<file path="config.mk">
export PLATFORM = sky130hd
export DESIGN_NAME = pwrdemo_ctrl
export DESIGN_NICKNAME = d
export VERILOG_FILES = /design/src/rtl/pwrdemo_pkg.sv /design/src/rtl/btn_conditioner.sv /design/src/rtl/rate_gen.sv /design/src/rtl/step_ctrl.sv /design/src/rtl/load_stamp.sv /design/src/rtl/pwrdemo_ctrl.sv
export SDC_FILE = /design/constraint.sdc
export NUM_CORES = 1
export LEC_CHECK = 0
export BUFFER_PORTS_ARGS = -buffer_cell sky130_fd_sc_hd__buf_4
export CAP_MARGIN = 0
export CORE_MARGIN = 2
export CORE_UTILIZATION = 55
export CTS_CLUSTER_SIZE = 28
export DETAILED_ROUTE_END_ITERATION = 8
export PLACE_DENSITY = 0.73
export REMOVE_ABC_BUFFERS = 1
export SKIP_LAST_GASP = 1
export SYNTH_ARGS = -nofsm -noshare
export SYNTH_HDL_FRONTEND = slang
export SYNTH_SLANG_ARGS = --single-unit
</file>
<file path="constraint.sdc">
create_clock -name clk -period 26.4 [get_ports clk]
set_input_delay 5.28 -clock clk [delete_from_list [all_inputs] [get_ports clk]]
set_output_delay 5.28 -clock clk [all_outputs]
set_load 0.03 [all_outputs]
</file>
<file path="src/rtl/pwrdemo_pkg.sv">
package pwrdemo_pkg;

    localparam int NUM_STAMPS = 4;
    localparam int NUM_BTN    = 4;
    localparam int BTN_CLR    = 0;
    localparam int BTN_FREQ   = 1;
    localparam int BTN_RES    = 2;
    localparam int BTN_HOLD   = 3;

    typedef enum logic [1:0] {
        RATE_OFF        = 2'b00,
        RATE_THIRD      = 2'b01,
        RATE_TWO_THIRDS = 2'b10,
        RATE_FULL       = 2'b11
    } rate_code_t;

    // Packed so that the struct maps straight onto the LED vector.
    typedef struct packed {
        logic [1:0] res;
        rate_code_t freq;
    } demo_state_t;

    typedef struct packed {
        logic clr;
        logic freq;
        logic res;
    } step_req_t;

    function automatic logic rate_fire(rate_code_t code, logic [1:0] phase);
        case (code)
            RATE_OFF:        return 1'b0;
            RATE_THIRD:      return phase == 2'd0;
            RATE_TWO_THIRDS: return phase != 2'd2;
            default:         return 1'b1;
        endcase
    endfunction

    // Pseudo-random table content, computed from the seed and the address.
    function automatic logic [15:0] rom_word(logic [15:0] seed, logic [15:0] addr);
        logic [15:0] x;
        x = 16'hACE1 ^ (seed * 16'h1F35) ^ (addr * 16'h0F5B);
        for (int i = 0; i < 5; i++) begin
            x = {x[14:0], x[15] ^ x[13] ^ x[12] ^ x[10]};
        end
        return x;
    endfunction

endpackage

</file>
<file path="src/rtl/btn_conditioner.sv">
module btn_conditioner #(
    parameter int DB_CYCLES   = 16,
    parameter int SYNC_STAGES = 2,
    parameter bit HOLD_MODE   = 1'b0
) (
    input  logic clk,
    input  logic rst,
    input  logic raw_n,
    output logic sig
);
    localparam int CW = (DB_CYCLES > 2) ? $clog2(DB_CYCLES) : 1;
    localparam logic [CW-1:0] LAST = CW'(DB_CYCLES - 1);

    logic [SYNC_STAGES-1:0] sync_q;
    logic [CW-1:0]          cnt_q;
    logic                   level_q;
    logic                   differs;
    logic                   at_last;

    always_ff @(posedge clk) begin
        if (rst) sync_q <= '1;
        else     sync_q <= {sync_q[SYNC_STAGES-2:0], raw_n};
    end

    assign differs = sync_q[SYNC_STAGES-1] != level_q;
    assign at_last = cnt_q == LAST;

    always_ff @(posedge clk) begin
        if (rst) begin
            cnt_q   <= '0;
            level_q <= 1'b1;
        end else if (!differs) begin
            cnt_q <= '0;
        end else if (at_last) begin
            level_q <= sync_q[SYNC_STAGES-1];
            cnt_q   <= '0;
        end else begin
            cnt_q <= cnt_q + 1'b1;
        end
    end

    // Hold mode reports the debounced pressed level; edge mode a one-cycle press pulse.
    assign sig = HOLD_MODE ? ~level_q : (differs & at_last & level_q);

endmodule

</file>
<file path="src/rtl/rate_gen.sv">
module rate_gen
    import pwrdemo_pkg::*;
(
    input  logic       clk,
    input  logic       rst,
    input  rate_code_t code,
    output logic       fire
);
    logic [1:0] phase_q;

    always_ff @(posedge clk) begin
        if (rst)                  phase_q <= 2'd0;
        else if (phase_q == 2'd2) phase_q <= 2'd0;
        else                      phase_q <= phase_q + 2'd1;
    end

    assign fire = rate_fire(code, phase_q);

endmodule

</file>
<file path="src/rtl/step_ctrl.sv">
module step_ctrl
    import pwrdemo_pkg::*;
(
    input  logic        clk,
    input  logic        rst,
    input  step_req_t   req,
    output demo_state_t st
);
    always_ff @(posedge clk) begin
        if (rst || req.clr) begin
            st <= '{res: 2'd0, freq: RATE_OFF};
        end else begin
            if (req.freq) st.freq <= rate_code_t'(st.freq + 2'd1);
            if (req.res)  st.res  <= st.res + 2'd1;
        end
    end

endmodule

</file>
<file path="src/rtl/load_stamp.sv">
module load_stamp
    import pwrdemo_pkg::*;
#(
    parameter int          DATA_W = 8,
    parameter int          ROM_AW = 4,
    parameter logic [15:0] SEED   = 16'h0001
) (
    input  logic                clk,
    input  logic                rst,
    input  logic                en,
    output logic [2*DATA_W-1:0] dout
);
    localparam int OW = 2 * DATA_W;

    logic [ROM_AW-1:0] addr_q;
    logic [DATA_W-1:0] data_q;
    logic [OW-1:0]     prod_q;
    logic [OW-1:0]     sr_q;
    logic              tog_q;
    logic [15:0]       word_a;
    logic [15:0]       word_b;

    assign word_a = rom_word(SEED, 16'(addr_q));
    assign word_b = rom_word(SEED, 16'(~addr_q));

    always_ff @(posedge clk) begin
        if (rst) begin
            addr_q <= '0;
            data_q <= '0;
            prod_q <= '0;
            sr_q   <= '0;
            tog_q  <= 1'b0;
        end else if (en) begin
            addr_q <= addr_q + 1'b1;
            data_q <= word_a[DATA_W-1:0];
            prod_q <= data_q * word_b[DATA_W-1:0];
            tog_q  <= ~tog_q;
            sr_q   <= {sr_q[OW-2:0], tog_q};
        end
    end

    assign dout = prod_q ^ sr_q;

endmodule

</file>
<file path="src/rtl/pwrdemo_ctrl.sv">
module pwrdemo_ctrl
    import pwrdemo_pkg::*;
#(
    parameter int PINS_PER_STAMP = 16,
    parameter int DB_CYCLES      = 16,
    parameter int SYNC_STAGES    = 2,
    parameter int DATA_W         = 8,
    parameter int ROM_AW         = 4
) (
    input  logic                                   clk,
    input  logic                                   rst,
    input  logic [NUM_BTN-1:0]                     btn_n,
    output logic [3:0]                             led,
    output logic [NUM_STAMPS-1:0]                  stamp_en,
    output logic [NUM_STAMPS*PINS_PER_STAMP-1:0]   pin_out,
    output logic [NUM_STAMPS*2*DATA_W-1:0]         stamp_dout
);
    localparam int DOUT_W = 2 * DATA_W;

    logic [NUM_BTN-1:0]    btn_sig;
    logic                  hold_on;
    logic                  fire;
    step_req_t             req;
    demo_state_t           st;
    logic [NUM_STAMPS-1:0] grp_q;

    for (genvar b = 0; b < NUM_BTN; b++) begin : g_btn
        btn_conditioner #(
            .DB_CYCLES  (DB_CYCLES),
            .SYNC_STAGES(SYNC_STAGES),
            .HOLD_MODE  (b == BTN_HOLD)
        ) u_btn (
            .clk  (clk),
            .rst  (rst),
            .raw_n(btn_n[b]),
            .sig  (btn_sig[b])
        );
    end

    assign req     = '{clr: btn_sig[BTN_CLR], freq: btn_sig[BTN_FREQ], res: btn_sig[BTN_RES]};
    assign hold_on = btn_sig[BTN_HOLD];

    step_ctrl u_step (
        .clk(clk),
        .rst(rst),
        .req(req),
        .st (st)
    );

    rate_gen u_rate (
        .clk (clk),
        .rst (rst),
        .code(st.freq),
        .fire(fire)
    );

    assign led = st;

    for (genvar k = 0; k < NUM_STAMPS; k++) begin : g_stamp
        assign stamp_en[k] = fire & (st.res >= 2'(k));

        load_stamp #(
            .DATA_W(DATA_W),
            .ROM_AW(ROM_AW),
            .SEED  (16'(16'h1357 * (k + 1)))
        ) u_stamp (
            .clk (clk),
            .rst (rst),
            .en  (stamp_en[k]),
            .dout(stamp_dout[k*DOUT_W +: DOUT_W])
        );

        always_ff @(posedge clk) begin
            if (rst)                        grp_q[k] <= 1'b0;
            else if (stamp_en[k] & hold_on) grp_q[k] <= ~grp_q[k];
        end

        assign pin_out[k*PINS_PER_STAMP +: PINS_PER_STAMP] = {PINS_PER_STAMP{grp_q[k]}};
    end

endmodule

</file>
=== Word level (Yosys, flattened, before mapping) ===
Index checks and enable logic that the tools add are counted.

* Output and inout bits: 136
* Input bits: 6
* Logic and storage cells: 254
* Bits in registers: 218

* Equal/unequal tests: 12
* Bitwise logic cells: 163
* Reduce and logical (&&, ||, !) cells: 12
* Multiplexer cells: 1
* Multiply operators: 12
* $lt $le $gt $ge: 4
* Add/subtract/negate cells: 11

{| class="wikitable"
|+ Operators with widths
! cell !! number
|-
| 1-bit XOR || 120
|-
| 16-bit by 12-bit multiplier with 16-bit output (second input constant) || 4
|-
| 4-bit by 12-bit multiplier with 16-bit output (second input constant) || 4
|-
| 8-bit by 8-bit multiplier with 16-bit output || 4
|-
| 4-bit inverter with 16-bit output || 4
|-
| 16-bit XOR || 4
|-
| 4-bit by 1-bit adder with 4-bit output (second input constant) || 8
|-
| 7-bit inverter || 4
|-
| 10-bit inverter || 2
|-
| 4-bit equality test (second input constant) || 4
|-
| 8-bit inverter || 2
|-
| 1-bit AND || 14
|-
| 1-bit inverter || 13
|-
| 3-bit OR reduction || 4
|-
| 2-bit AND reduction || 4
|-
| 2-bit by 1-bit adder with 2-bit output (second input constant) || 3
|-
| 2-bit equality test (second input constant) || 2
|-
| 2-bit by 1-bit greater-or-equal comparator with 1-bit output (second input constant) || 2
|-
| 2-bit greater-or-equal comparator (second input constant) || 2
|-
| 2-bit zero test || 2
|-
| 1-bit != test || 4
|-
| 1-bit one-hot mux with 3 select lines || 1
|-
| 2-bit by 1-bit equality test with 1-bit output (second input constant) || 1
|-
| 2-bit != test (second input constant) || 1
|-
| 2 further kinds || 2
|}

=== Depth between registers and ports, before layout ===
* Word-level depth: 7
* Mapped depth: 38
* Gate-level depth less buffers: 38

=== Hierarchy ===
A second synthesis with hierarchy kept.

* Cells, all modules: 3055
* Area, all modules: 27727.8 sq um

{| class="wikitable"
|+ Modules (own cells, without submodules)
! module !! area each (sq um) !! cells each !! times used !! seq. area each (sq um)
|-
| load_stamp at g_stamp[3].u_stamp || 6636.4 || 753 || 1 || 860.8
|-
| load_stamp at g_stamp[2].u_stamp || 6404.9 || 681 || 1 || 880.8
|-
| load_stamp at g_stamp[1].u_stamp || 6364.9 || 705 || 1 || 880.8
|-
| load_stamp at g_stamp[0].u_stamp || 6334.8 || 704 || 1 || 900.9
|-
| btn_conditioner at g_btn[0].u_btn ... || 257.7 || 26 || 3 || 140.1
|-
| pwrdemo_ctrl || 684.4 || 83 || 1 || 80.1
|-
| btn_conditioner at g_btn[3].u_btn || 254.0 || 25 || 1 || 140.1
|-
| step_ctrl || 166.4 || 15 || 1 || 80.1
|-
| rate_gen || 108.9 || 11 || 1 || 40.0
|}

=== Worst setup path after synthesis ===
Ideal clock, no wire load.

* Path kind: register -> register
* Start: reg g_stamp[3].u_stamp.data_q[5]
* End: reg g_stamp[3].u_stamp.prod_q[15]
* Setup slack: 17217 ps
* Data required time: 26277 ps
* Cell stages (with the launch flop): 36
* Arrival time: 9061 ps
* Period minus slack after synthesis: 9183 ps
* Cells stage by stage: dfxtp_1 > clkbuf_1 > inv_1 > fa_1 > inv_1 > fa_1 > inv_1 > fa_1 > fa_1 > inv_1 > fa_1 > inv_1 > ha_1 > a21oi_1 > a21oi_1 > xnor2_1 > mux2i_1 > o41ai_1 > xnor2_1 > nand2_1 > fa_1 > fa_1 > inv_1 > fa_1 > inv_1 > fa_1 > inv_1 > ha_1 > a21boi_0 > o21ai_0 > a21boi_0 > o21ai_0 > nand2_1 > a2111o_1 > o21ai_0 > o21ai_0

* Longest elaborated chain between the ends: 1

{| class="wikitable"
|+ RTL lines
! what !! RTL line !! RTL
|-
| start, declared || load_stamp.sv:16 || <nowiki>logic [DATA_W-1:0] data_q;</nowiki>
|-
| start signal, assigned || load_stamp.sv:35 || <nowiki>data_q <= word_a[DATA_W-1:0];</nowiki>
|-
| 8-bit by 8-bit multiplier with 16-bit output || load_stamp.sv:36 || <nowiki>prod_q <= data_q * word_b[DATA_W-1:0];</nowiki>
|-
| end signal, assigned || load_stamp.sv:36 ||
|-
| end, declared || load_stamp.sv:17 || <nowiki>logic [OW-1:0] prod_q;</nowiki>
|}

Every way passes these cells.
A chain may end at the register's enable or synchronous reset.

=== Final worst setup path ===
Same ends and word-level chain as after synthesis.

==> flow_metrics.tcl <==
set metrics [dict create \
    hold_path_class "reg2reg" \
    clk_pin_slew_ps 60 \
    layout-drive-gt1-share_pct 7.55 \
    max_freq_mhz 99.0 \
    reg2reg_from "g_stamp[3].u_stamp.data_q[5]" \
    fin_hold_ws_ps 412 \
    cts_hold_buf 0 \
    ys_ff_latch 214 \
    power_frac_seq_pct 45.3 \
    cp.required_ps 26840 \
    grtUsageTotal_pct 20.9 \
    synthCells 3040 \
    drc 0 \
    yosysSeqAreaShare_pct 16.3 \
    drv_slew 0 \
    synthArstFlopShare_pct 0 \
    dr.pass1.iters 7 \
    ff2ff_setup_slack_ps 16300 \
    cts_setup_buffers 0 \
    worst_path_most_repeated_cell "fa_1" \
    slowest_stage "dfxtp_1" \
    cap_violations 0 \
    diodes 0 \
    r2r-end "g_stamp[3].u_stamp.prod_q[15]" \
    fin_skew_ps 25.5 \
    start_kind "flop" \
    dp_hpwl_mm 40.1 \
    start_util_pct 55.3 \
    comb_power_share_pct 1.3 \
    multi_input_area_mm2 0.0194 \
    ant_nets 0 \
    power.leakage_uw 0.0143 \
    n_fill_cell 4090 \
    areaGrowthSynthToFinish_pct 7.98 \
    core_mm2 0.0474 \
    switching_share_pct 22.0 \
    drtIter0Drc 739 \
    crit_start "g_stamp[3].u_stamp.data_q[5]" \
    synth_ff_type "dfxtp_1" \
    finalCriticalPeriod_ps 10100 \
    synth_area_mm2 0.0262 \
    fin_crit_sh_pct 38.3 \
    dpl_cell_area_mm2 0.0274 \
    cpPeakStageDelay_ps 770 \
    yosysMostFrequentCell "inv_1" \
    syn_avg_cell_area_um2 8.63 \
    crit_end "g_stamp[3].u_stamp.prod_q[15]" \
    power_frac_clock_pct 53.4 \
    antenna_found_initial 0 \
    wirelength_mm 50.8 \
    grt_max_degree 125 \
    cts_inserted_buffers 27 \
    arrival_ps 10540 \
    synth_edf_count 0 \
    intPower_uw 560 \
    r2r_cells 34 \
    worstPathMaxFanout 19 \
    status "completed" \
    htreeDepth 1 \
    worst_slew_pin_slew_ps 982 \
    end_kind "flop" \
    synth_top_area_share_pct 19.2 \
    overflow 0 \
    portBuffers 141 \
    yosysTopAreaCell "fa_1" \
    power_uw 719 \
    clk_latency_ps 570 \
    rsz0062_at_grt "no" \
    place_ws_ps 16320 \
    finalHoldViolCount 0 \
    die_area_mm2 0.0494 \
    die_w_um 222 \
    power_density_mw_per_mm2 25.4 \
    io_pins 142 \
    cts_tree "done" \
    ctsResizeCount 0 \
    crit_type "reg2reg" \
    via_count 19300 \
    design_area_mm2 0.0283 \
    switchingPower_uw 158 \
    avgViaCountPerCell 5.19 \
    dieHeight_um 222 \
    cts_buffer_depth 3 \
    grt_pass1_vias 19600 \
    fin_nets 3736 \
    synthTopCellsByCount "inv_1, ha_1, nand2_1" \
    finalSetupTns_ps 0 \
    row_count 80 \
    grt_pass1_wl_mm 89.7 \
    synthTopCellsByArea "fa_1, ha_1, dfxtp_1" \
    cts.sinks 214 \
    synthDistinctLibCells 73 \
    worst_slack_ps 16300 \
    wl_per_cell_um 13.7 \
    yosys_warnings 0 \
    gp_congestion 0.860 \
    ir_worst_vdd_v 0.0000388 \
    finalSetupViolCount 0 \
    root_buffer "clkbuf_16" \
    relSlewSlack_pct 34.5 \
    seqCellArea_mm2 0.00428 \
]
[logic make-up (layout without fill, tap and decap cells)]
kind of cell | Yosys count | after routing | share of synthesized area [%]
adders and majority gates | 649 | 649 | 38.2
DFF | 214 | 214 | 16.3
and+or+nand+nor | 826 | 826 | 15.0
muxes | 17 | 17 | 0.659
buffers and inverters | 617 | 678 | 9.75
AOI/OAI and AO/OA | 410 | 410 | 9.57
xor gates and xnor gates | 307 | 307 | 10.5
[cell type report]
cell class | count | area share (%)
well taps | 615 | 2.72
flip-flops and latches | 214 | 15.1
clock buffers | 37 | 2.73
multi-input cells | 2209 | 68.5
repair buffers | 151 | 4.02
inverters | 478 | 6.34
clock inverters | 12 | 0.535
[cells in the final DEF, fill, tap and decap left out, types with 61 or more instances in the layout]
cell     instances
nor2b_1         61
nor2_1         120
ha_1           398
fa_1           251
and2_1         106
inv_1          474
xnor2_1        180
buf_4          150
a21oi_1        222
xor2_1         120
nand2_1        360
dfxtp_1        214
[worst min path at each step]
stage                             start                        to  slack [ps]  cells after the start
2_1_floorplan  g_btn[0].u_btn.sync_q[0]  g_btn[0].u_btn.sync_q[1]         390                      1
3_3_place_gp   g_btn[3].u_btn.sync_q[0]  g_btn[3].u_btn.sync_q[1]         400                      1
3_5_place_dp   g_btn[3].u_btn.sync_q[0]  g_btn[3].u_btn.sync_q[1]         400                      1
4_1_cts        g_btn[3].u_btn.sync_q[0]  g_btn[3].u_btn.sync_q[1]         420                      1
5_1_grt        g_btn[3].u_btn.sync_q[0]  g_btn[3].u_btn.sync_q[1]         430                      1
6_report       g_btn[3].u_btn.sync_q[0]  g_btn[3].u_btn.sync_q[1]         410                      1
[routing by layer]
layer	part of all wire (%)	routed length (um)	global-route usage (%)	vias to the layer above
met5	0	0	0	-
met2	50	25200	37.7	271
li1	-	-	-	9669
met3	3.5	1770	2.41	71
met4	1.7	847	4.48	0
met1	45	23000	27.0	9277
[sequential cells by signal (all words and copies together) (netlist names)]
| signal | flops |
|---|---|
| g_stamp.u_stamp.prod_q | 64 |
| g_stamp.u_stamp.sr_q | 64 |
| g_stamp.u_stamp.data_q | 32 |
| g_btn.u_btn.cnt_q | 16 |
| g_stamp.u_stamp.addr_q | 12 |
| g_btn.u_btn.sync_q | 8 |
| g_btn.u_btn.level_q | 4 |
| g_stamp.u_stamp.tog_q | 4 |
| pin_out | 4 |
| u_step.st | 4 |
| u_rate.phase_q | 2 |
[per-stage QoR]
step | util [%] | instances
final | 59.7 | 3716
after global routing | 59.7 | 3716
after CTS | 59.7 | 3716
after detailed placement | 57.7 | 3667
after global placement | 57.7 | 3667
after floorplan | - | 2901
[power groups by stage]
stage | sequential [uW] | clock [uW] | combinational [uW]
after global routing | 325 | 407 | 10.2
final | 325 | 384 | 9.22
after CTS | 325 | 395 | 9.33
after global placement | 332 | 0 | 8.94
after detailed placement | 332 | 0 | 9.31
after floorplan | 332 | 0 | 2.66
[worst max-delay path: cells and delay by family, from the launching register on]
| kind | cells | cell delay (ps) |
|---|---|---|
| AO/OA/AOI/OAI | 10 | 1790 |
| AND/OR/NAND/NOR | 2 | 280 |
| buffers and inverters | 8 | 860 |
| XOR/XNOR | 2 | 730 |
| adder cells (fa/ha/maj) | 11 | 5290 |
| flip-flops | 1 | 770 |
| multiplexers | 1 | 230 |
Note: power is estimated with default switching activity, not from simulation.
